==> config.mk <==
export PLATFORM = sky130hd
export DESIGN_NAME = vw_group_rx
export DESIGN_NICKNAME = d
export VERILOG_FILES = /design/src/rtl/vwg_pkg.sv /design/src/rtl/vwg_cfg_regs.sv /design/src/rtl/vwg_wire_store.sv /design/src/rtl/vwg_irq_detect.sv /design/src/rtl/vw_group_rx.sv
export SDC_FILE = /design/constraint.sdc
export NUM_CORES = 1
export LEC_CHECK = 0
export ABC_AREA = 1
export BUFFER_PORTS_ARGS = -buffer_cell sky130_fd_sc_hd__buf_2
export CORE_ASPECT_RATIO = 0.5
export CORE_MARGIN = 4
export CORE_UTILIZATION = 45
export CTS_CLUSTER_SIZE = 28
export DETAILED_ROUTE_END_ITERATION = 8
export PLACE_DENSITY = 0.66
export SLEW_MARGIN = 20
export SYNTH_ARGS = -nofsm -noshare
export SYNTH_HDL_FRONTEND = slang
export SYNTH_SLANG_ARGS = --single-unit
==> constraint.sdc <==
create_clock -name clk_i -period 3.9 [get_ports clk_i]
set_clock_uncertainty 0.1 [all_clocks]
set_input_delay 0.78 -clock clk_i [delete_from_list [all_inputs] [get_ports clk_i]]
set_output_delay 0.78 -clock clk_i [all_outputs]
set_load 0.01 [all_outputs]
==> src/rtl/vwg_pkg.sv <==
`timescale 1ns/1ps
package vwg_pkg;
   localparam int MODE_W  = 3;
   localparam int RSEL_W  = 2;

   typedef enum logic [MODE_W-1:0] {
      MODE_OFF  = 3'd0,
      MODE_LOW  = 3'd1,
      MODE_HIGH = 3'd2,
      MODE_RISE = 3'd3,
      MODE_FALL = 3'd4,
      MODE_BOTH = 3'd5
   } irq_mode_e;

   localparam int REG_CFG  = 0;
   localparam int REG_SRC  = 1;
   localparam int REG_MODE = 2;
   localparam int REG_STAT = 3;
   localparam int REG_EN   = 4;
endpackage

==> src/rtl/vwg_cfg_regs.sv <==
`timescale 1ns/1ps
module vwg_cfg_regs
   import vwg_pkg::*;
#(
   parameter int NUM_WIRES = 4,
   parameter int IDX_W = 8,
   parameter int DATA_W = 16,
   parameter int ADDR_W = 3,
   parameter logic [IDX_W-1:0] INIT_HOST_IDX = '0
) (
   input  logic                        clk_i,
   input  logic                        rst_ni,
   input  logic                        reg_we_i,
   input  logic [ADDR_W-1:0]           reg_addr_i,
   input  logic [DATA_W-1:0]           reg_wdata_i,
   input  logic [NUM_WIRES-1:0]        wires_i,
   input  logic [NUM_WIRES-1:0]        status_i,
   output logic [DATA_W-1:0]           reg_rdata_o,
   output logic [IDX_W-1:0]            host_idx_o,
   output logic [RSEL_W-1:0]           rst_sel_o,
   output logic [NUM_WIRES-1:0]        rst_vals_o,
   output logic [NUM_WIRES*MODE_W-1:0] modes_o,
   output logic [NUM_WIRES-1:0]        en_o,
   output logic                        src_wr_o,
   output logic [NUM_WIRES-1:0]        src_mask_o,
   output logic [NUM_WIRES-1:0]        src_vals_o,
   output logic [NUM_WIRES-1:0]        clr_o
);
   localparam int RSEL_LO = IDX_W;
   localparam int RVAL_LO = IDX_W + 4;
   localparam int MODES_W = NUM_WIRES * MODE_W;

   if (RVAL_LO + NUM_WIRES > DATA_W) begin : g_cfg_too_wide
      $error("vwg_cfg_regs: configuration fields exceed DATA_W");
   end
   if (MODES_W > DATA_W) begin : g_modes_too_wide
      $error("vwg_cfg_regs: mode field exceeds DATA_W");
   end
   if (2 * NUM_WIRES > DATA_W) begin : g_src_too_wide
      $error("vwg_cfg_regs: source write exceeds DATA_W");
   end

   logic [IDX_W-1:0]     host_idx_q;
   logic [RSEL_W-1:0]    rst_sel_q;
   logic [NUM_WIRES-1:0] rst_vals_q;
   logic [MODES_W-1:0]   modes_q;
   logic [NUM_WIRES-1:0] en_q;

   always_ff @(posedge clk_i or negedge rst_ni) begin
      if (!rst_ni) begin
         host_idx_q <= INIT_HOST_IDX;
         rst_sel_q  <= '0;
         rst_vals_q <= '0;
         modes_q    <= '0;
         en_q       <= '0;
      end else if (reg_we_i) begin
         case (reg_addr_i)
            ADDR_W'(REG_CFG): begin
               host_idx_q <= reg_wdata_i[IDX_W-1:0];
               rst_sel_q  <= reg_wdata_i[RSEL_LO +: RSEL_W];
               rst_vals_q <= reg_wdata_i[RVAL_LO +: NUM_WIRES];
            end
            ADDR_W'(REG_MODE): modes_q <= reg_wdata_i[MODES_W-1:0];
            ADDR_W'(REG_EN):   en_q    <= reg_wdata_i[NUM_WIRES-1:0];
            default: ;
         endcase
      end
   end

   assign src_wr_o   = reg_we_i && (reg_addr_i == ADDR_W'(REG_SRC));
   assign src_mask_o = reg_wdata_i[NUM_WIRES-1:0];
   assign src_vals_o = reg_wdata_i[NUM_WIRES +: NUM_WIRES];
   assign clr_o      = (reg_we_i && (reg_addr_i == ADDR_W'(REG_STAT)))
                       ? reg_wdata_i[NUM_WIRES-1:0] : '0;

   always_comb begin
      reg_rdata_o = '0;
      case (reg_addr_i)
         ADDR_W'(REG_CFG): begin
            reg_rdata_o[IDX_W-1:0]             = host_idx_q;
            reg_rdata_o[RSEL_LO +: RSEL_W]     = rst_sel_q;
            reg_rdata_o[RVAL_LO +: NUM_WIRES]  = rst_vals_q;
         end
         ADDR_W'(REG_SRC):  reg_rdata_o[NUM_WIRES-1:0] = wires_i;
         ADDR_W'(REG_MODE): reg_rdata_o[MODES_W-1:0]   = modes_q;
         ADDR_W'(REG_STAT): reg_rdata_o[NUM_WIRES-1:0] = status_i;
         ADDR_W'(REG_EN):   reg_rdata_o[NUM_WIRES-1:0] = en_q;
         default: ;
      endcase
   end

   assign host_idx_o = host_idx_q;
   assign rst_sel_o  = rst_sel_q;
   assign rst_vals_o = rst_vals_q;
   assign modes_o    = modes_q;
   assign en_o       = en_q;
endmodule

==> src/rtl/vwg_wire_store.sv <==
`timescale 1ns/1ps
module vwg_wire_store
   import vwg_pkg::*;
#(
   parameter int NUM_WIRES = 4,
   parameter int IDX_W = 8
) (
   input  logic                   clk_i,
   input  logic                   rst_ni,
   input  logic                   upd_valid_i,
   input  logic [IDX_W-1:0]       upd_index_i,
   input  logic [NUM_WIRES-1:0]   upd_vld_i,
   input  logic [NUM_WIRES-1:0]   upd_val_i,
   input  logic [IDX_W-1:0]       host_idx_i,
   input  logic [(1<<RSEL_W)-1:0] rst_evt_i,
   input  logic [RSEL_W-1:0]      rst_sel_i,
   input  logic [NUM_WIRES-1:0]   rst_vals_i,
   input  logic                   src_wr_i,
   input  logic [NUM_WIRES-1:0]   src_mask_i,
   input  logic [NUM_WIRES-1:0]   src_vals_i,
   output logic [NUM_WIRES-1:0]   wire_q_o,
   output logic [NUM_WIRES-1:0]   wire_d_o
);
   logic [NUM_WIRES-1:0] wire_q;
   logic [NUM_WIRES-1:0] wire_d;
   logic                 host_hit;
   logic                 rst_hit;

   assign host_hit = upd_valid_i && (upd_index_i == host_idx_i);
   assign rst_hit  = rst_evt_i[rst_sel_i];

   // lowest priority first: host update, firmware write, reset event
   always_comb begin
      wire_d = wire_q;
      if (host_hit) wire_d = (wire_d & ~upd_vld_i) | (upd_val_i & upd_vld_i);
      if (src_wr_i) wire_d = (wire_d & ~src_mask_i) | (src_vals_i & src_mask_i);
      if (rst_hit)  wire_d = rst_vals_i;
   end

   always_ff @(posedge clk_i or negedge rst_ni) begin
      if (!rst_ni) wire_q <= '0;
      else         wire_q <= wire_d;
   end

   assign wire_q_o = wire_q;
   assign wire_d_o = wire_d;
endmodule

==> src/rtl/vwg_irq_detect.sv <==
`timescale 1ns/1ps
module vwg_irq_detect
   import vwg_pkg::*;
(
   input  logic              clk_i,
   input  logic              rst_ni,
   input  logic [MODE_W-1:0] mode_i,
   input  logic              cur_i,
   input  logic              nxt_i,
   input  logic              clr_i,
   output logic              status_o
);
   logic rise, fall, hit, status_q;

   assign rise = ~cur_i & nxt_i;
   assign fall = cur_i & ~nxt_i;

   always_comb begin
      case (mode_i)
         MODE_LOW:  hit = ~nxt_i;
         MODE_HIGH: hit = nxt_i;
         MODE_RISE: hit = rise;
         MODE_FALL: hit = fall;
         MODE_BOTH: hit = rise | fall;
         default:   hit = 1'b0;
      endcase
   end

   // a set in the same cycle as a clear wins
   always_ff @(posedge clk_i or negedge rst_ni) begin
      if (!rst_ni) status_q <= 1'b0;
      else         status_q <= (status_q & ~clr_i) | hit;
   end

   assign status_o = status_q;
endmodule

==> src/rtl/vw_group_rx.sv <==
`timescale 1ns/1ps
module vw_group_rx
   import vwg_pkg::*;
#(
   parameter int NUM_WIRES = 4,
   parameter int IDX_W = 8,
   parameter int DATA_W = 16,
   parameter int ADDR_W = 3,
   parameter logic [IDX_W-1:0] INIT_HOST_IDX = '0
) (
   input  logic                 clk_i,
   input  logic                 rst_ni,
   input  logic [3:0]           rst_evt_i,
   input  logic                 upd_valid_i,
   input  logic [IDX_W-1:0]     upd_index_i,
   input  logic [NUM_WIRES-1:0] upd_wire_vld_i,
   input  logic [NUM_WIRES-1:0] upd_wire_val_i,
   input  logic                 reg_we_i,
   input  logic [ADDR_W-1:0]    reg_addr_i,
   input  logic [DATA_W-1:0]    reg_wdata_i,
   output logic [DATA_W-1:0]    reg_rdata_o,
   output logic [NUM_WIRES-1:0] wire_o,
   output logic                 irq_o
);
   localparam int NUM_RST = 1 << RSEL_W;

   if (NUM_RST != 4) begin : g_bad_rst
      $error("vw_group_rx: reset event width mismatch");
   end

   logic [IDX_W-1:0]            host_idx;
   logic [RSEL_W-1:0]           rst_sel;
   logic [NUM_WIRES-1:0]        rst_vals;
   logic [NUM_WIRES*MODE_W-1:0] modes;
   logic [NUM_WIRES-1:0]        en;
   logic                        src_wr;
   logic [NUM_WIRES-1:0]        src_mask, src_vals, clr;
   logic [NUM_WIRES-1:0]        wire_q, wire_d, status;

   vwg_cfg_regs #(
      .NUM_WIRES(NUM_WIRES), .IDX_W(IDX_W), .DATA_W(DATA_W),
      .ADDR_W(ADDR_W), .INIT_HOST_IDX(INIT_HOST_IDX)
   ) u_regs (
      .clk_i, .rst_ni, .reg_we_i, .reg_addr_i, .reg_wdata_i,
      .wires_i(wire_q), .status_i(status), .reg_rdata_o,
      .host_idx_o(host_idx), .rst_sel_o(rst_sel), .rst_vals_o(rst_vals),
      .modes_o(modes), .en_o(en), .src_wr_o(src_wr),
      .src_mask_o(src_mask), .src_vals_o(src_vals), .clr_o(clr)
   );

   vwg_wire_store #(.NUM_WIRES(NUM_WIRES), .IDX_W(IDX_W)) u_store (
      .clk_i, .rst_ni, .upd_valid_i, .upd_index_i,
      .upd_vld_i(upd_wire_vld_i), .upd_val_i(upd_wire_val_i),
      .host_idx_i(host_idx), .rst_evt_i(rst_evt_i[NUM_RST-1:0]),
      .rst_sel_i(rst_sel), .rst_vals_i(rst_vals),
      .src_wr_i(src_wr), .src_mask_i(src_mask), .src_vals_i(src_vals),
      .wire_q_o(wire_q), .wire_d_o(wire_d)
   );

   for (genvar gi = 0; gi < NUM_WIRES; gi++) begin : g_wire
      vwg_irq_detect u_det (
         .clk_i, .rst_ni,
         .mode_i(modes[gi*MODE_W +: MODE_W]),
         .cur_i(wire_q[gi]), .nxt_i(wire_d[gi]),
         .clr_i(clr[gi]), .status_o(status[gi])
      );
   end

   assign wire_o = wire_q;
   assign irq_o  = |(status & en);
endmodule

# Yosys cells after proc, flatten, opt, wreduce, memory -nomap -nowiden

Cells that the tools add are included.
W data, S select, Z words.

Logic and storage cells: 99
Memory bits (read-only): 0
Bits of input ports: 43
Output and inout bits: 21
Memories: 0
Memory bits (writable): 0
Register bits after elaboration: 38
Bits in latches: 0

Multipliers: 0
Shift operators: 0
Add/sub/neg operators: 0
Bitwise gates (word level): 41
Equal/unequal tests: 25
Reduce and logical (&&, ||, !) cells: 8
Mux-type cells: 14
Divide/modulo/power cells: 0
Order comparisons: 1

Operators with widths:

| cell                 | number |
|---|---|
| $eq A3 B2 Y1 const B | 10 |
| $eq A3 B3 Y1 const B | 9 |
| $and A4 B4 Y4        | 5 |
| $mux W4              | 5 |
| $pmux W1 S5          | 4 |
| $pmux W4 S5          | 1 |
| $eq A3 B1 Y1 const B | 5 |
| $and A1 B1 Y1        | 12 |
| $not A1 Y1           | 12 |
| $pmux W6 S2          | 1 |
| $eq A8 B8 Y1         | 1 |
| $not A4 Y4           | 2 |
| $or A1 B1 Y1         | 8 |
| $or A4 B4 Y4         | 2 |
| $reduce_and A2 Y1    | 3 |
| $reduce_or A4 Y1     | 1 |
| $logic_and A1 B1 Y1  | 3 |
| $logic_not A3 Y1     | 1 |
| $lt A2 B3 Y1 const B | 1 |
| $bmux W1 S2          | 1 |
| $mux W2              | 1 |
| $mux W1              | 1 |

# Logic depth before layout (Yosys ltp)

Gate-level depths: netlist (run 1).

Depth in word-level cells: 13
Depth in mapped cells: 18
Depth with buffers taken out: 18

# Modules after synthesis

Synthesis (run 1) repeated with hierarchy kept, for this count alone.

Cell total of the unflattened synthesis: 413
Area, all modules: 2715.1 um^2

By module, submodules not included:

| module         | area an instance (um^2) | times used | cells each |
|---|---|---|---|
| vwg_cfg_regs   | 1631.6                  | 1          | 216 |
| vwg_wire_store | 559.3                   | 1          | 104 |
| vwg_irq_detect | 122.6                   | 4          | 21 |
| vw_group_rx    | 33.8                    | 1          | 9 |

# Worst setup path before layout (run 1)

Ideal clock, no wire load.

Path type: input port to output port
From: in reg_addr_i[1]
To: out reg_rdata_o[0]
Cell stages on the path: 5
Arrival: 1.560 ns
Required time: 3.020 ns
Buffers on the path: 1
Path slack: 1.460 ns
Cells stage by stage: inv_1 nor2_1 nand2_1 clkbuf_1 o21ai_0

Cells in the longest elaborated chain, start to end: 2
Elaborated cells between the ends (all ways): 6
Those cells by class: eq/ne (4); mux (1); reduce/logical (1)

Ends and longest elaborated chain:

| what                                 | line               | RTL |
|---|---|---|
| from (decl)                          | vw_group_rx.sv:19  | `input logic [ADDR_W-1:0] reg_addr_i,` |
| $eq A3 B3 Y1 (tied with other cells) | vwg_cfg_regs.sv:78 | `case (reg_addr_i)` |
| $pmux W4 S5 *                        | vwg_cfg_regs.sv:78 |  |
| to (decl)                            | vw_group_rx.sv:21  | `output logic [DATA_W-1:0] reg_rdata_o,` |

Every way passes the cells marked *; elsewhere a longest branch is shown, timed or not.

# Worst setup path after layout (run 1)

From: in reg_addr_i[0]
To: out reg_rdata_o[0]

Same word-level chain as after synthesis.

==> results of run 1 <==
per-stage QoR:
stage                     hold WS, ns    util  power (W)  setup slack (ns)
after floorplan                0.3530       -  0.0008604             1.460
after global placement         0.3685  0.5397  0.0009775            0.9117
after detailed placement       0.3795  0.5397  0.0009999            0.7930
after CTS                      0.3971  0.5618   0.001322            0.7913
after global routing           0.4108  0.5618   0.001428            0.6336
final                          0.3923  0.5618   0.001319            0.7637
power by group:
group | leakage (nW) | total, W | internal (W) | switching (W)
Combinational | 1.05 | 0.000439 | 0.000166 | 0.000272
Sequential | 0.446 | 0.000556 | 0.000478 | 0.0000781
Clock | 0.0575 | 0.000324 | 0.000179 | 0.000146
layout by cell type, fill, tap and decap left out, drive strengths merged, types with 8 or more instances in the layout:
cell type	synthesis	routed
o21ai	35	35
dfrtp	38	38
a21oi	11	11
nor2	26	26
buf	4	63
nand2	85	85
nand3	22	22
clkbuf	6	8
inv	67	67
o22ai	9	9
how the worst max path moves through the flow:
stage	end	cells past startpoint
after CTS	reg_rdata_o[3]	7
after global placement	reg_rdata_o[3]	7
after global routing	reg_rdata_o[0]	7
final	reg_rdata_o[0]	7
after detailed placement	reg_rdata_o[3]	7
after floorplan	reg_rdata_o[0]	5
registers in the layout, summed over array words and instances (netlist names):
name	count
u_regs.host_idx_o	8
u_regs.en_o	4
u_store.wire_q_o	4
u_regs.rst_vals_o	4
g_wire.u_det.status_o	4
u_regs.rst_sel_o	2
u_regs.modes_o	12
cell usage after synthesis, types with 2 or more instances:
library cell | number | area share
inv_1 | 65 | 0.10
nand4_1 | 4 | 0.011
nor2_1 | 23 | 0.037
nand3_1 | 22 | 0.047
clkbuf_1 | 6 | 0.0096
inv_2 | 2 | 0.0032
o21ai_0 | 33 | 0.071
buf_4 | 4 | 0.013
a41oi_1 | 2 | 0.0075
o22ai_1 | 9 | 0.024
nand2_2 | 3 | 0.0080
ha_1 | 4 | 0.021
nor4_1 | 2 | 0.0054
o211ai_1 | 2 | 0.0064
a31oi_1 | 4 | 0.011
a211oi_1 | 2 | 0.0064
nor3_1 | 4 | 0.0086
dfrtp_1 | 38 | 0.41
nor2_2 | 2 | 0.0054
a21oi_1 | 11 | 0.024
xor2_1 | 2 | 0.0075
a221oi_1 | 3 | 0.011
nand2_1 | 82 | 0.13
cells by family (layout without fill, tap and decap cells):
family,count (synthesis),after routing,synth area share
AO/OA/AOI/OAI,70,70,0.1751
XOR/XNOR,2,2,0.007500
adder cells (fa/ha/maj),4,4,0.02143
buffers and inverters,77,138,0.1302
flip-flops,38,38,0.4071
AND/OR/NAND/NOR,143,143,0.2587
cell type report:
type | instances | area, µm² | share of cell area
clock buffers | 8 | 110.1 | 0.03937
flip-flops and latches | 38 | 950.9 | 0.3400
repair buffers | 63 | 315.3 | 0.1128
inverters | 67 | 251.5 | 0.08993
well taps | 70 | 87.58 | 0.03132
multi-input cells | 219 | 1081 | 0.3866
worst max-delay path, cell delays in order:
cell	delay, ns
buf_2	0.13
nor2_1	0.09
nand2_1	0.41
inv_1	0.23
a221oi_1	0.30
o21ai_0	0.14
buf_2	0.17
metal layers:
metal | global-route usage | wire, µm
met1 | 0.3072 | 3086
met5 | 0 | 0
met4 | 0.05329 | 58
met2 | 0.3397 | 2981
met3 | 0.04381 | 367
==> out/results.ini, run 1 <==
[outcome]
outcome = completed

[grt]
globalRouteOverflowTotal = 0
grt_usage = 0.2159
grt_max_degree = 39
grt_pass1_wl_um = 10710
grt_antenna_before_repair = 0
grt_pass1_vias = 2292

[floorplan]
core_um2 = 4977
ios = 64
dieArea_um2 = 6477
fp.dieH_um = 58.95
die_w_um = 109.9
num_rows = 18
start_util = 0.4693

[route]
drt_iter0_drc = 151
route.vias.total = 2356
drt_wl_total_um = 6493
drc = 0
first_pass_iters = 4
via_per_inst = 5.067
wire_per_inst_um = 13.96
antenna_left = 0

[yosys]
synth_edf_count = 0
yosys_warnings = 0
yosysSeqAreaShare = 0.4071
syn_inst = 334
ys.flop_type = dfrtp_1
synth-seq-cells = 38
syn-num-nets = 381
async_flop_share = 1.000
synth_cell_type_count = 28
avgSynthCellArea_um2 = 6.994
synth_area_um2 = 2336

[timing]
hold_viol = 0
maxSlewHeadroom = 0.4090
tns_ns = 0
rsz0062_at_grt = no
slew_viol_final = 0
worst_pin_slew_ns = 0.8865
fin_crit_ns = 3.136
finalCritPeriodShare = 0.8042
fmax_ghz = 0.3188
finalSetupViolations = 0

[power_and_ir_drop]
powerDensity_nw_per_um2 = 471.8
max-vdd-ir-drop_mv = 0.1773
leakage_nw = 1.553

[layout]
nFillCells = 503
fin_nets = 441
final_cells = 465
antenna-diode-count = 0
drive_gt1_frac = 0.2051
areaGrowthSynthToFinish_pct = 19.71
final_area_um2 = 2796

[placement]
numPlacedInstances = 457
placed_area_um2 = 2686
routabilityCongestion = 0.8957
port_buffers = 63
dp_hpwl_um = 4886

[min_path]
hp-start = u_regs.en_o[0]
hold_path_depth = 2
min_path_type = flop to flop
hold_end = u_regs.en_o[0]

[worst_setup_path]
reg2reg_depth = 15
worstPathMaxFanout = 11
end_kind = output port
reg2reg_to = g_wire[0].u_det.status_o
cp.arrival_ns = 2.26
worstPathRequired_ns = 3.02
rrSetupSlack_ns = 1.54
reg2reg_from = u_regs.host_idx_o[0]
crit_type = input pin to output port
start_kind = input pin
crit_start = reg_addr_i[0]

[clock_network]
htreeDepth = 2
ctsHoldBuffers = 0
cts_max_path_buffers = 2
cts_tree = done
cts_buffers = 5
root_buffer = clkbuf_8
cts_sinks = 38
postCtsResizedCells = 0
cts.clk_slew.worst_paths_ns = 0.07
insertion_delay_ns = 0.29
postCtsSetupBuffers = 0

[job]
drv_cap = 0

No activity file was read; power rests on OpenSTA's default activity.
==> run 2, diff against run 1 <==
- PLACE_DENSITY: 0.66 -> 0.69
- clock period: 3.9 -> 2.6 ns (I/O delays scaled with it)
==> run 2 against run 1 <==
Compared with the run above: die area did not move; critical path depth up 8; sequential cell count stayed put; register-to-register slack worse by 1.3 ns; clock power grew 20%; worst hold slack got worse by 0.16 ns; highest routed layer unchanged; global-route usage decreased by 0.52 points; core utilization down 0.23 points; final cell count is 0.43% higher; count of clock-buffer cells in the layout shrank 1; combinational power increased by 49%; total power increased by 42%; critical path type is now flop to flop.
==> out/results.ini, run 2 (synthesized netlist as in run 1, its figures left out) <==
[placement]
dp_hpwl_um = 4846  ; -0.81%
numPlacedInstances = 460  ; +0.66%
routabilityCongestion = 0.8719  ; -2.7%
port_buffers = 63  ; unchanged

[power_and_ir_drop]
max-vdd-ir-drop_mv = 0.2833  ; +60%
switching_share = 0.3848  ; +0.008906
pwr-share-comb = 0.349  ; +0.017
leakage_nw = 1.547  ; -0.41%
p_int_w = 0.001154  ; +40%
clkPwrFrac = 0.207  ; -0.039
powerDensity_nw_per_um2 = 673.3  ; +43%
seqPwrFrac = 0.444  ; +0.022
switching_power_w = 0.0007216  ; +45%

[timing]
fmax_ghz = 0.4294
rsz0062_at_grt = no
worst_pin_slew_ns = 0.8620  ; -0.02453 ns
slew_viol_final = 0  ; unchanged
fin_crit_ns = 2.329
maxSlewHeadroom = 0.4253  ; +0.01635
hold_viol = 0  ; unchanged
tns_ns = 0  ; unchanged
finalSetupViolations = 0  ; unchanged
finalCritPeriodShare = 0.8957
fin_hold_ws_ns = 0.2350  ; -0.1573 ns

[floorplan]
dieArea_um2 = 6477  ; unchanged
die_w_um = 109.9  ; unchanged
ios = 64  ; unchanged
fp.dieH_um = 58.95  ; unchanged
start_util = 0.4693  ; unchanged
core_um2 = 4977  ; unchanged
num_rows = 18  ; unchanged

[worst_setup_path]
end_kind = flop
path_common_cell = nand2_1
worstPathRequired_ns = 2.73  ; -0.29 ns
worstPathMaxFanout = 6  ; -5
path_depth = 15  ; +8
crit_path_top_delay_cell = dfrtp_1
path_cells = inv_1 > nand2_1 > nand2_1 > nor2_1 > nand2_1 > nor2_4 > nand2_1 > nand2_1 > o211ai_2 > nand2_1 > nand2_1 > ha_1 > nor4_1 > a41oi_1 > nand4_1
cp.buffers_inverters = 1  ; -2
cp.arrival_ns = 2.46  ; +0.20 ns
reg2reg_depth = 15  ; unchanged
slowest_delay_ns = 0.38  ; -0.03 ns
cp_top_family = simple AND/OR/NAND/NOR gates
start_kind = flop
crit_type = flop to flop

[layout]
fin_nets = 444  ; +0.68%
drive_gt1_frac = 0.2040  ; -0.001033
final_cell_mix = nand2_1 (82), inv_1 (65), buf_2 (63), dfrtp_1 (38), o21ai_0 (33)
final_common_cell = nand2_1
antenna-diode-count = 0  ; unchanged
nFillCells = 486  ; -3.4%
multi_input_area_um2 = 1081  ; unchanged
final_cells = 467  ; +0.43%
seq_area_um2 = 950.9  ; unchanged
areaGrowthSynthToFinish_pct = 19.23
largest_reg_flops = 12  ; unchanged

[clock_network]
cts_sinks = 38  ; unchanged
cts.clk_slew.worst_paths_ns = 0.07  ; about the same
ctsHoldBuffers = 0  ; unchanged
postCtsSetupBuffers = 0  ; unchanged
cts_max_path_buffers = 2  ; unchanged
cts_buffers = 5  ; unchanged
postCtsResizedCells = 0  ; unchanged
root_buffer = clkbuf_8
insertion_delay_ns = 0.29  ; about the same
htreeDepth = 2  ; unchanged
cts_tree = done

[route]
via_per_inst = 5.069  ; about the same
first_pass_iters = 4  ; unchanged
antenna_left = 0  ; unchanged
drt_wl_total_um = 6268  ; -3.5%
route.vias.total = 2367  ; +0.47%
drc = 0  ; unchanged
wire_per_inst_um = 13.42  ; -3.9%
drt_iter0_drc = 134  ; -11%

[grt]
grt_pass1_vias = 2276  ; -0.70%
grt_pass1_wl_um = 10470  ; -2.2%
grt_max_degree = 39  ; unchanged
globalRouteOverflowTotal = 0  ; unchanged
grt_usage = 0.2107  ; -0.005221
grt_antenna_before_repair = 0  ; unchanged

[outcome]
outcome = completed

[min_path]
min_path_type = input pin to async pin

[job]
drv_cap = 0  ; unchanged

-- run 2: worst paths after layout --
kind	to	slack, ns	from
hold reg to reg	u_regs.modes_o[6]	0.39	u_regs.modes_o[6]
min in group clk_i	u_regs.modes_o[11]	0.37	reg_wdata_i[11]
setup reg to reg	g_wire[0].u_det.status_o	0.27	u_regs.host_idx_o[0]
hold / removal	u_store.wire_q_o[0]	0.24	rst_ni
max in group asynchronous	u_regs.rst_vals_o[2]	1.62	rst_ni
setup / recovery	g_wire[0].u_det.status_o	0.27	u_regs.host_idx_o[0]
-- run 2: power by group through the flow --
stage	combinational, W	clock [W]	sequential (W)
final	0.000655	0.000388	0.000832
after global routing	0.000769	0.000420	0.000852
after CTS	0.000658	0.000398	0.000830
after detailed placement	0.000656	0	0.000841
after global placement	0.000629	0	0.000836
after floorplan	0.000484	0	0.000806
-- run 2: layout make-up --
type	instances	area share
tap	70	0.03145
timing repair buffer	66	0.1213
inverter	67	0.09030
sequential	38	0.3414
multi-input combinational	219	0.3881
clock buffer	7	0.02740
-- run 2: routing by layer --
layer  wire length [µm]  global-route usage
met2               2774              0.3388
met1               2973              0.2982
met5                  0                   0
met3                434             0.03395
met4                 85             0.05506
-- run 2: stage by stage --
step | setup WS, ns | total power (W) | util | instance area, µm²
2_1_floorplan | 0.4232 | 0.001291 | - | 2336
3_3_place_gp | 0.1746 | 0.001465 | 0.5442 | 2709
3_5_place_dp | 0.09258 | 0.001497 | 0.5442 | 2709
4_1_cts | 0.2879 | 0.001886 | 0.5596 | 2785
5_1_grt | 0.01201 | 0.002041 | 0.5596 | 2785
6_report | 0.2712 | 0.001875 | 0.5596 | 2785
